<file path="src/rtl/dicode_viterbi.sv">
module dicode_viterbi #(
  parameter int SW    = 6,
  parameter int DEPTH = 16
) (
  input  logic                 clk,
  input  logic                 rst_n,
  input  logic                 in_valid,
  input  logic signed [SW-1:0] sample,
  input  logic        [SW-1:0] half_amp,
  output logic                 out_valid,
  output logic                 out_bit
);
  localparam int MW = SW + 2;

  logic signed [MW-1:0] y_ext, h_ext, lo, hi, delta;
  logic [DEPTH-1:0] surv0, surv1, src0, src1;
  logic take0, take1;

  assign y_ext = MW'(sample);
  assign h_ext = MW'(half_amp);
  assign lo    = y_ext - h_ext;
  assign hi    = y_ext + h_ext;
  assign take0 = delta < lo;
  assign take1 = delta > hi;
  assign src0  = take1 ? surv1 : surv0;
  assign src1  = take0 ? surv0 : surv1;

  always_ff @(posedge clk or negedge rst_n) begin
    if (!rst_n) begin
      delta     <= '0;
      surv0     <= '0;
      surv1     <= '0;
      out_valid <= 1'b0;
      out_bit   <= 1'b0;
    end else begin
      out_valid <= in_valid;
      if (in_valid) begin
        if (take0)      delta <= lo;
        else if (take1) delta <= hi;
        surv0   <= {src0[DEPTH-2:0], 1'b0};
        surv1   <= {src1[DEPTH-2:0], 1'b1};
        out_bit <= surv0[DEPTH-1];
      end
    end
  end
endmodule


</file>
<file path="config.mk">
export PLATFORM = sky130hd
export DESIGN_NAME = dicode_viterbi
export DESIGN_NICKNAME = d
export VERILOG_FILES = /design/src/rtl/dicode_viterbi.sv
export SDC_FILE = /design/constraint.sdc
export NUM_CORES = 1
export LEC_CHECK = 0
export CAP_MARGIN = 25
export CORE_ASPECT_RATIO = 0.75
export CORE_MARGIN = 2
export CORE_UTILIZATION = 60
export DETAILED_ROUTE_END_ITERATION = 7
export GPL_TIMING_DRIVEN = 0
export PLACE_DENSITY = 0.84
export SYNTH_ARGS = -nofsm -noshare
export SYNTH_HDL_FRONTEND = slang
export SYNTH_SLANG_ARGS = --single-unit
export TNS_END_PERCENT = 10
</file>
<file path="constraint.sdc">
create_clock -name clk -period 2.7 [get_ports clk]
set_input_delay 0.54 -clock clk [delete_from_list [all_inputs] [get_ports clk]]
set_output_delay 0.54 -clock clk [all_outputs]
set_load 0.02 [all_outputs]
</file>
==> run_results.csv <==
group,metric,value,unit
outcome,status,"finished with violations",
outcome,violations,"negative setup slack",
logic_synthesis,post-synth-top-count-cell,"dfrtp_1",
routing,ant_nets,0,
logic_synthesis,yosysWarningCount,0,
logic_synthesis,syn-cell-area,2744,µm²
logic_synthesis,synth_area_leaders,"dfrtp_1 (36%), ha_1 (13%), mux2i_1 (5.5%)",
logic_synthesis,async_flop_share,100.0,%
placement,port_buffers,16,
floorplan,io_pins,17,
logic_synthesis,syn_nets,352,
sta,fmax,303.2,MHz
routing,vias,3053,
global_routing,grt_max_degree,41,
critical_path,reg2reg_depth,8,
sta,hold_violations,0,
logic_synthesis,ys_seq_area_share,36.48,%
floorplan,floorplan.initialDensity,61.79,%
critical_path,cp_max_fo,6,
cts,cts-root-buf,"clkbuf_8",
critical_path,startpoint_type,"input port",
placement,hpwl,4.380,mm
sta,period_needed,3.298,ns
routing,drt-pass1-iter-count,6,
logic_synthesis,synth_edf_count,0,
routing,routedWlPerCell,24.95,µm
finish,fillers,180,
cts,cts_buffer_depth,2,
floorplan,fp.dieW,82.09,µm
floorplan,die_h,62.57,µm
power_and_ir_drop,power.share.clock,9.2,%
logic_synthesis,syn_area_per_cell,8.938,µm²
cts,cts.sinks,40,
finish,insertedDiodeCount,0,
critical_path,arrival,3.47,ns
sta,setup_ws,-0.5984,ns
power_and_ir_drop,p_sw,2101,µW
cts,cts_max_level,2,
global_routing,grt.total_usage,37.27,%
global_routing,grt_pass1_wl,14.21,mm
floorplan,design.die.area,5136,µm²
logic_synthesis,synth_cells,307,
sta,setup_violations,37,
finish,fin_nets,414,
logic_synthesis,yosysUniqueCellTypes,48,
run,maxCapViolations,0,
global_routing,grt_pass1_vias,2745,
placement,gp_congestion,0.8306,
cts,clk_latency,0.32,ns
sta,worstMarginPinSlew,0.8756,ns
placement,dp_slack,-1.658,ns
power_and_ir_drop,p_per_area,1203,nW/µm²
global_routing,antenna_found_initial,0,
critical_path,crit_type,"input port to register",
sta,tns,-17.21,ns
power_and_ir_drop,leakage,0.001729,µW
critical_path,worstPathRequired,2.87,ns
logic_synthesis,ys.flop_type,"dfrtp_1",
finish,drive_gt1_share,37.03,%
power_and_ir_drop,seq_power_share,25.8,%
power_and_ir_drop,vdd_drop_max,0.6894,mV
routing,drt_iter0_markers,577,
sta,rsz0062_at_grt,"yes",
routing,vias_per_cell,7.150,
power_and_ir_drop,swShare,45.16,%
critical_path,end_kind,"register",
routing,drc,0,
routing,wl,10.65,mm
logic_synthesis,synth_top_cell_by_area,"dfrtp_1",
sta,report.final.slew_viol_count,0,
cts,cts_tree,"done",
cts,clkSlewWorstSetupHoldPaths,0.08,ns
logic_synthesis,synth_top_area_share,36.48,%
logic_synthesis,ys_top_cells_by_count,"dfrtp_1 (40), nor2_1 (37), nand2_1 (33)",
min_path,hold_path_class,"input port to asynchronous set/reset pin",
floorplan,floorplan.rows,21,
power_and_ir_drop,internal_power,2551,µW
cts,cts_buffers,5,
power_and_ir_drop,share_comb_of_total_power,65.0,%
floorplan,coreArea,4441,µm²
sta,skew,0.01115,ns
logic_synthesis,ys_seq_elements,40,
finish,area_growth,40.90,%
sta,relSlewSlack,41.62,%
global_routing,gr-total-overflow,0,
sta,fin_crit_sh,122.2,%
-- metrics by stage --
stage                     power (µW)  hold slack (ns)  instance area, µm²  instances  util, %
after floorplan                 2347           0.2444                2798        307        -
after global placement          2679           0.4550                3029        380    68.22
after detailed placement        2755           0.4527                3024        380    68.10
after CTS                       3891           0.3786                3659        421    82.39
after global routing            4801           0.4044                3866        427    87.07
final                           4652           0.3361                3866        427    87.07
-- sequential cells by signal (all words and copies together) (netlist names) --
| name | count |
|---|---|
| delta | 8 |
| out_bit | 1 |
| out_valid | 1 |
| surv0 | 15 |
| surv1 | 15 |
-- placed cells by master, fill, tap and decap left out, types with 3 or more instances in the layout --
cell / synthesis / final
dfrtp_1: 40 / 40
nor2_1: 37 / 37
buf_4: 1 / 33
nand2_1: 33 / 25
a21oi_1: 27 / 21
ha_1: 28 / 17
inv_1: 22 / 15
mux2i_1: 15 / 12
ha_4: 0 / 10
a31oi_1: 15 / 8
buf_6: 2 / 7
clkbuf_1: 9 / 7
nand2_2: 0 / 7
clkbuf_8: 0 / 7
inv_2: 0 / 6
a21oi_2: 0 / 6
buf_2: 4 / 5
o21ai_0: 6 / 4
or4_1: 4 / 4
xnor2_1: 4 / 4
o211ai_1: 4 / 4
nand4_1: 4 / 4
buf_8: 0 / 4
a31oi_2: 0 / 4
nand2b_4: 1 / 3
nor2b_1: 4 / 3
a21o_1: 3 / 3
buf_12: 0 / 3
a31oi_4: 0 / 3
nand3_1: 4 / 3
clkbuf_2: 0 / 3
clkdlybuf4s50_1: 0 / 3
-- power by group through the flow --
stage / combinational, µW / clock [µW] / sequential (µW)
3_5_place_dp: 1650 / 0 / 1110
6_report: 3020 / 428 / 1200
2_1_floorplan: 1290 / 0 / 1060
4_1_cts: 2360 / 421 / 1110
3_3_place_gp: 1580 / 0 / 1100
5_1_grt: 3130 / 454 / 1220
-- final timing paths --
check | to | slack [ns] | startpoint
max | surv0[7]$_DFFE_PN0P_ | -0.60 | half_amp[0]
min | surv1[10]$_DFFE_PN0P_ | 0.34 | rst_n
max in group asynchronous | surv1[0]$_DFFE_PN0P_ | 1.81 | rst_n
min in group clk | surv1[0]$_DFFE_PN0P_ | 0.52 | surv1[0]$_DFFE_PN0P_
min reg2reg | surv1[0]$_DFFE_PN0P_ | 0.52 | surv1[0]$_DFFE_PN0P_
max reg2reg | surv0[7]$_DFFE_PN0P_ | 0.18 | delta[3]$_DFFE_PN0P_
-- cell families after synthesis --
family          synth area share (%)
simple gates                   16.55
compound gates                 18.56
flops                          36.48
buf+inv                        6.065
fa+ha+maj                      14.23
mux                            5.882
xor+xnor                       2.234
-- worst max-delay path, stage by stage --
cell and delay, ns:
buf_8 0.10, ha_4 0.15, fa_2 0.37, nand2b_4 0.09
a221oi_2 0.07, or4_1 0.44, and3_4 0.21, ha_4 0.28
nand4_1 0.12, o22ai_2 0.14, a31oi_2 0.08, a31o_2 0.25
buf_8 0.16, buf_12 0.14, mux2i_2 0.21, a21oi_1 0.10
-- layout make-up --
cell class,count,area (µm²),area share [%]
Buffer,15,143.9,3.722
Multi-Input combinational cell,229,1977,51.13
Clock buffer,6,82.58,2.136
Tap cell,57,71.32,1.845
Inverter,22,85.08,2.201
Clock inverter,2,10.01,0.2589
Timing Repair Buffer,56,495.5,12.82
Sequential cell,40,1001,25.89
-- per-layer routing --
metal  global-route usage, %  share of wire (%)  up-vias
li1                        -                  -     1201
met1                   48.77                 36     1401
met2                   55.08                 42      340
met3                   10.40                 14      111
met4                   21.04                8.2        0
met5                       0                  0        -
-- repair_timing --
action / CTS / global route
pin swaps: 45 / 18
gates resized for setup: 99 / 41
hold buffers: 0 / 0
setup buffers: 31 / 6
hold endpoints to repair: 0 / 0
endpoints found under the setup margin: 37 / 37
cloned: 3 / 0
Power figures use the tool's default switching activity.
